File: config.mk
export PLATFORM = sky130hd
export DESIGN_NAME = alk_rx_deframer
export DESIGN_NICKNAME = d
export VERILOG_FILES = /design/src/rtl/alk_pkg.sv /design/src/rtl/alk_framer.sv /design/src/rtl/alk_capture.sv /design/src/rtl/alk_slot_decode.sv /design/src/rtl/alk_rx_deframer.sv
export SDC_FILE = /design/constraint.sdc
export NUM_CORES = 1
export LEC_CHECK = 0
export BUFFER_PORTS_ARGS = -buffer_cell sky130_fd_sc_hd__buf_2
export CORE_ASPECT_RATIO = 0.75
export CORE_MARGIN = 3
export CORE_UTILIZATION = 30
export CTS_BUF_LIST = sky130_fd_sc_hd__clkbuf_4
export DETAILED_ROUTE_END_ITERATION = 10
export HOLD_SLACK_MARGIN = 0.15
export PLACE_DENSITY = 0.5
export SETUP_SLACK_MARGIN = 0.4
export SLEW_MARGIN = 20
export SYNTH_ARGS = -nofsm -noshare
export SYNTH_HDL_FRONTEND = slang
export SYNTH_SLANG_ARGS = --single-unit
File: constraint.sdc
create_clock -name bclk -period 6.8 [get_ports bclk]
set_input_delay 1.02 -clock bclk [delete_from_list [all_inputs] [get_ports bclk]]
set_output_delay 1.02 -clock bclk [all_outputs]
set_load 0.02 [all_outputs]
File: src/rtl/alk_pkg.sv
package alk_pkg;
    // Frame format constants: the field positions are behaviour
    localparam int TAG_W         = 16;
    localparam int SLOT_W        = 20;
    localparam int SMP_W         = 16;
    localparam int ADDR_W        = 7;
    localparam int USED_SLOTS    = 4;
    localparam int CAP_W         = TAG_W + USED_SLOTS * SLOT_W;
    localparam int FRAME_OK_BIT  = 15;
    localparam int SLOT_FLAG_LSB = 3;
    localparam int ADDR_MSB      = 18;
    localparam int REQ_L_BIT     = 11;
    localparam int REQ_R_BIT     = 10;

    typedef struct packed {
        logic                  frame_ok;
        logic [USED_SLOTS-1:0] slot_ok;   // slot_ok[n-1] belongs to slot n
        logic [ADDR_W-1:0]     addr;
        logic                  req_l;
        logic                  req_r;
        logic [SMP_W-1:0]      rdata;
        logic [SMP_W-1:0]      left;
        logic [SMP_W-1:0]      right;
    } alk_fields_t;

    typedef struct packed {
        logic              done;
        logic [ADDR_W-1:0] addr;
        logic              addr_vld;
        logic [SMP_W-1:0]  rdata;
        logic              rdata_vld;
        logic              req_l;
        logic              req_r;
        logic [SMP_W-1:0]  left;
        logic              left_vld;
        logic [SMP_W-1:0]  right;
        logic              right_vld;
    } alk_out_t;
endpackage

File: src/rtl/alk_framer.sv
module alk_framer #(
    parameter int FRAME_BITS = 256,
    parameter int CNT_W      = $clog2(FRAME_BITS)
) (
    input  logic             bclk,
    input  logic             rst_n,
    input  logic             sync,
    output logic             take,
    output logic [CNT_W-1:0] idx,
    output logic             last
);
    typedef struct packed {
        logic             sync_seen;
        logic             active;
        logic [CNT_W-1:0] cnt;
    } fr_state_t;

    fr_state_t st_q, st_d;
    logic      start;

    always_comb begin
        st_d           = st_q;
        start          = sync & ~st_q.sync_seen;
        idx            = start ? '0 : st_q.cnt;
        take           = start | st_q.active;
        last           = take && (idx == CNT_W'(FRAME_BITS - 1));
        st_d.sync_seen = sync;
        if (take) begin
            st_d.cnt    = idx + 1'b1;
            st_d.active = ~last;
        end
        if (last) begin
            st_d.cnt = '0;
        end
    end

    always_ff @(negedge bclk or negedge rst_n) begin
        if (!rst_n) st_q <= '0;
        else        st_q <= st_d;
    end
endmodule

File: src/rtl/alk_capture.sv
module alk_capture #(
    parameter int CAP_W = 96,
    parameter int CNT_W = 8
) (
    input  logic             bclk,
    input  logic             rst_n,
    input  logic             take,
    input  logic [CNT_W-1:0] idx,
    input  logic             sdin,
    output logic [CAP_W-1:0] cap
);
    logic [CAP_W-1:0] cap_q, cap_d;

    always_comb begin
        cap_d = cap_q;
        if (take && (idx < CNT_W'(CAP_W))) begin
            cap_d = {cap_q[CAP_W-2:0], sdin};
        end
    end

    always_ff @(negedge bclk or negedge rst_n) begin
        if (!rst_n) cap_q <= '0;
        else        cap_q <= cap_d;
    end

    assign cap = cap_q;
endmodule

File: src/rtl/alk_slot_decode.sv
module alk_slot_decode
    import alk_pkg::*;
(
    input  logic [CAP_W-1:0] cap,
    input  logic             var_rate_en,
    output alk_fields_t      fields
);
    logic [TAG_W-1:0]  tag;
    logic [SLOT_W-1:0] slot [USED_SLOTS];
    logic              unused_bits;

    assign tag = cap[CAP_W-1 -: TAG_W];

    for (genvar n = 0; n < USED_SLOTS; n++) begin : g_slot
        assign slot[n] = cap[CAP_W-TAG_W-1-SLOT_W*n -: SLOT_W];
    end

    always_comb begin
        fields          = '0;
        fields.frame_ok = tag[FRAME_OK_BIT];
        fields.slot_ok  = tag[SLOT_FLAG_LSB +: USED_SLOTS];
        fields.addr     = slot[0][ADDR_MSB -: ADDR_W];
        fields.req_l    = slot[0][REQ_L_BIT] & var_rate_en & fields.slot_ok[0];
        fields.req_r    = slot[0][REQ_R_BIT] & var_rate_en & fields.slot_ok[0];
        fields.rdata    = slot[1][SLOT_W-1 -: SMP_W];
        fields.left     = slot[2][SLOT_W-1 -: SMP_W];
        fields.right    = slot[3][SLOT_W-1 -: SMP_W];
    end

    // Reserved tag flags, slot-1 spare bits and the sample low nibbles
    assign unused_bits = ^{tag[FRAME_OK_BIT-1:SLOT_FLAG_LSB+USED_SLOTS],
                           tag[SLOT_FLAG_LSB-1:0], slot[0][SLOT_W-1],
                           slot[0][REQ_R_BIT-1:0], slot[1][SLOT_W-SMP_W-1:0],
                           slot[2][SLOT_W-SMP_W-1:0], slot[3][SLOT_W-SMP_W-1:0]};
endmodule

File: src/rtl/alk_rx_deframer.sv
module alk_rx_deframer
    import alk_pkg::*;
#(
    parameter int FRAME_BITS = 256
) (
    input  logic              bclk,
    input  logic              rst_n,
    input  logic              sync,
    input  logic              sdin,
    input  logic              var_rate_en,
    output logic              frame_done,
    output logic [ADDR_W-1:0] reg_addr,
    output logic              reg_addr_vld,
    output logic [SMP_W-1:0]  reg_data,
    output logic              reg_data_vld,
    output logic              req_left,
    output logic              req_right,
    output logic [SMP_W-1:0]  rec_left,
    output logic              rec_left_vld,
    output logic [SMP_W-1:0]  rec_right,
    output logic              rec_right_vld
);
    localparam int CNT_W = $clog2(FRAME_BITS);

    logic             take, last;
    logic [CNT_W-1:0] idx;
    logic [CAP_W-1:0] cap;
    alk_fields_t      fields;
    alk_out_t         out_q, out_d;

    alk_framer #(.FRAME_BITS(FRAME_BITS), .CNT_W(CNT_W)) u_framer (
        .bclk(bclk), .rst_n(rst_n), .sync(sync),
        .take(take), .idx(idx), .last(last)
    );

    alk_capture #(.CAP_W(CAP_W), .CNT_W(CNT_W)) u_capture (
        .bclk(bclk), .rst_n(rst_n), .take(take), .idx(idx),
        .sdin(sdin), .cap(cap)
    );

    alk_slot_decode u_decode (
        .cap(cap), .var_rate_en(var_rate_en), .fields(fields)
    );

    always_comb begin
        out_d      = out_q;
        out_d.done = 1'b0;
        if (last) begin
            out_d.done = 1'b1;
            if (fields.frame_ok) begin
                out_d.addr_vld  = fields.slot_ok[0];
                out_d.rdata_vld = fields.slot_ok[0] & fields.slot_ok[1];
                out_d.left_vld  = fields.slot_ok[2];
                out_d.right_vld = fields.slot_ok[3];
                out_d.req_l     = fields.req_l;
                out_d.req_r     = fields.req_r;
                if (fields.slot_ok[0])                      out_d.addr  = fields.addr;
                if (fields.slot_ok[0] && fields.slot_ok[1]) out_d.rdata = fields.rdata;
                if (fields.slot_ok[2])                      out_d.left  = fields.left;
                if (fields.slot_ok[3])                      out_d.right = fields.right;
            end
        end
    end

    always_ff @(negedge bclk or negedge rst_n) begin
        if (!rst_n) out_q <= '0;
        else        out_q <= out_d;
    end

    assign frame_done    = out_q.done;
    assign reg_addr      = out_q.addr;
    assign reg_addr_vld  = out_q.addr_vld;
    assign reg_data      = out_q.rdata;
    assign reg_data_vld  = out_q.rdata_vld;
    assign req_left      = out_q.req_l;
    assign req_right     = out_q.req_r;
    assign rec_left      = out_q.left;
    assign rec_left_vld  = out_q.left_vld;
    assign rec_right     = out_q.right;
    assign rec_right_vld = out_q.right_vld;
endmodule

==> results.json <==
{
  "drt_iter0_markers": 161,
  "hold_viol_final": 0,
  "r2r_start": "u_framer.st_q[0]",
  "slowest_stage": "or4b_2",
  "synth.distinct_cells": 30,
  "clk_latency_ns": 0.47,
  "die_w_um": 174.7,
  "antenna_found_initial": 0,
  "cts_tree": "built",
  "drcViolationCount": 0,
  "pwr_density_cell_mw_per_mm2": 246.5,
  "rsz0062_at_grt": "false",
  "cts_max_level": 4,
  "ys_ff_latch": 168,
  "fin_hold_ws_ns": 0.4257,
  "port-buffer-count": 66,
  "endpoint_kind": "register",
  "leakage_nw": 3.727,
  "cap_violations": 0,
  "fp.coreArea_mm2": 0.02061,
  "cp.required_ns": 3.73,
  "numCtsBuffers": 17,
  "skew_ns": 0.01669,
  "grt-ovfl-total": 0,
  "start_util_pct": 31.07,
  "arrival_ns": 2.97,
  "relSlewSlack_pct": 49.70,
  "routabilityCongestion": 0.6951,
  "syn_inst": 404,
  "clockBufferDepth": 2,
  "path_class": "input pin to register",
  "io_pins": 67,
  "cts_setup_buffers": 0,
  "cp_max_fo": 4,
  "cp-start-kind": "input pin",
  "die_h_um": 132.5,
  "ir_worst_vdd_mv": 0.1359,
  "finalNetCount": 486,
  "synthesis.area_mm2": 0.006402,
  "avgSynthCellArea_um2": 15.85,
  "hpwlAfterDp_um": 7408,
  "grt_pass1_wl_um": 19070,
  "setup_viol": 0,
  "fin_cells": 775,
  "vias_per_cell": 4.378,
  "max_stage_delay_ns": 0.74,
  "fill_cells": 2023,
  "diodes": 0,
  "clk_pin_slew_ns": 0.08,
  "drt_wl_total_um": 11320,
  "post-place-ws_ns": 0.2804,
  "cp-startpoint": "sync",
  "avgRoutedWirePerCell_um": 14.61,
  "crit_path_frequent_cell": "nor2b_1",
  "place_inst": 743,
  "synth-seq-area-share_pct": 65.66,
  "vias": 3393,
  "postLayoutSetupSlackWorst_ns": 0.7625,
  "reg2reg_slack_ns": 4.41,
  "syn-num-nets": 410,
  "syn_to_final_growth_pct": 18.02,
  "drt_first_pass_iters": 4,
  "r2r-end": "reg_data_vld",
  "tightestPinTransition_ns": 0.7546,
  "grt_max_degree": 82,
  "report.final.slew_viol_count": 0,
  "status": "finished clean",
  "cts.sinks": 168,
  "drive_gt1_share_pct": 53.14,
  "cts_resized": 0,
  "worstSetupEndpoint": "reg_data_vld",
  "die_area_mm2": 0.02315,
  "hold_path_depth": 1,
  "fp-row-count": 45,
  "ctsHoldBuffers": 0,
  "rr_worst_depth": 8,
  "grt_usage_pct": 10.30,
  "post-route-util_pct": 36.67,
  "root_buffer": "clkbuf_4",
  "path_cells": "buf_2 > nor2b_1 > nor2b_1 > ha_2 > nand4_4 > or4b_2 > inv_1 > nand2_1 > a21o_1",
  "tns_ns": 0,
  "grt_pass1_vias": 3596,
  "ant_nets": 0,
  "hold_path.class": "register to register",
  "synth_warnings": 0
}
routing by layer:
metal | track usage (%) | up-vias | share of wire (%)
met4 | 3.454 | 0 | 1.1
met5 | 0 | - | 0
li1 | - | 1591 | -
met2 | 15.15 | 46 | 45
met1 | 14.06 | 1748 | 50
met3 | 3.844 | 8 | 4.3
area by class of cell:
type	count	area [um2]	share of cell area [%]
clock buffer	19	142.6	1.888
timing repair buffer	74	459.2	6.077
inverter	7	26.28	0.3477
multi-input combinational	212	2146	28.40
clock inverter	13	225.2	2.981
tap	282	352.8	4.670
sequential	168	4204	55.64
how the worst min path moves through the flow:
stage	startpoint	endpoint	slack, ns
floorplan	u_capture.cap[0]	u_capture.cap[1]	0.44
global placement	rec_right_vld	rec_right_vld	0.43
detailed placement	rec_right_vld	rec_right_vld	0.43
CTS	rec_right_vld	rec_right_vld	0.43
global route	rec_right_vld	rec_right_vld	0.45
finish	rec_right_vld	rec_right_vld	0.43
registers in the layout, summed over array words and instances, names as in the netlist:
name / flops
u_capture.cap: 96
rec_left: 16
rec_right: 16
reg_data: 16
u_framer.st_q: 10
reg_addr: 7
frame_done: 1
rec_left_vld: 1
rec_right_vld: 1
reg_addr_vld: 1
reg_data_vld: 1
req_left: 1
req_right: 1
power breakdown:
group	switching (mW)	internal [mW]	leakage, nW
registers	0.0361	1.04	2.20
logic	0.0398	0.0370	1.34
clock network	0.334	0.373	0.190
total	0.409	1.45	3.73
cells by family after synthesis:
| group | count (synthesis) | synth area share, % |
|---|---|---|
| DFF | 168 | 65.66 |
| muxes | 152 | 26.73 |
| and+or+nand+nor | 39 | 3.752 |
| buffers and inverters | 24 | 1.759 |
| AOI/OAI and AO/OA | 18 | 1.622 |
| xor gates and xnor gates | 2 | 0.2736 |
| adders and majority gates | 1 | 0.1954 |
layout by cell type (no fill, tap or decap), drive strengths merged, types with 3 or more instances in the layout:
master | netlist | final
mux2 | 152 | 152
dfrtn | 168 | 168
clkinv | 0 | 5
buf | 10 | 74
nor2 | 5 | 5
clkbuf | 7 | 19
nand4 | 5 | 5
o21ai | 7 | 7
nor2b | 3 | 3
a21oi | 5 | 5
nand3 | 7 | 7
inv | 7 | 8
nand2 | 11 | 11
bufinv | 0 | 6
critical path, delay by kind of cell:
| family | cells | cell delay, ns |
|---|---|---|
| simple gates | 5 | 1.24 |
| buf+inv | 2 | 0.26 |
| fa+ha+maj | 1 | 0.24 |
| compound gates | 1 | 0.19 |
stage by stage:
stage	cell area (um2)	power, mW
finish	7556	1.863
global route	7556	1.955
CTS	7556	1.896
detailed placement	7188	1.177
global placement	7188	1.173
floorplan	6469	1.133
synthesized netlist by cell type:
master	count	area, um2
nand2_1	10	37.54
nand2_2	1	6.260
and4_1	1	8.760
ha_1	1	12.51
a21oi_1	5	25.02
nor2_1	5	18.77
inv_1	7	26.28
and3_1	2	12.51
o21a_1	1	7.510
buf_2	6	30.03
buf_4	2	15.01
mux2_2	143	1610
o21ai_0	7	35.03
or4b_2	1	10.01
nand4_1	4	25.02
a2111oi_0	1	8.760
nand3_1	7	35.03
nor2b_1	3	18.77
xor2_1	1	8.760
clkbuf_1	7	26.28
nand4_2	1	12.51
xnor2_1	1	8.760
a21o_1	2	15.01
mux2_1	9	101.4
dfrtn_1	168	4204
buf_6	1	11.26
nand2b_1	2	12.51
nor4_4	2	42.54
buf_1	1	3.750
a31oi_1	2	12.51
Note: power is estimated with default switching activity, not from simulation.
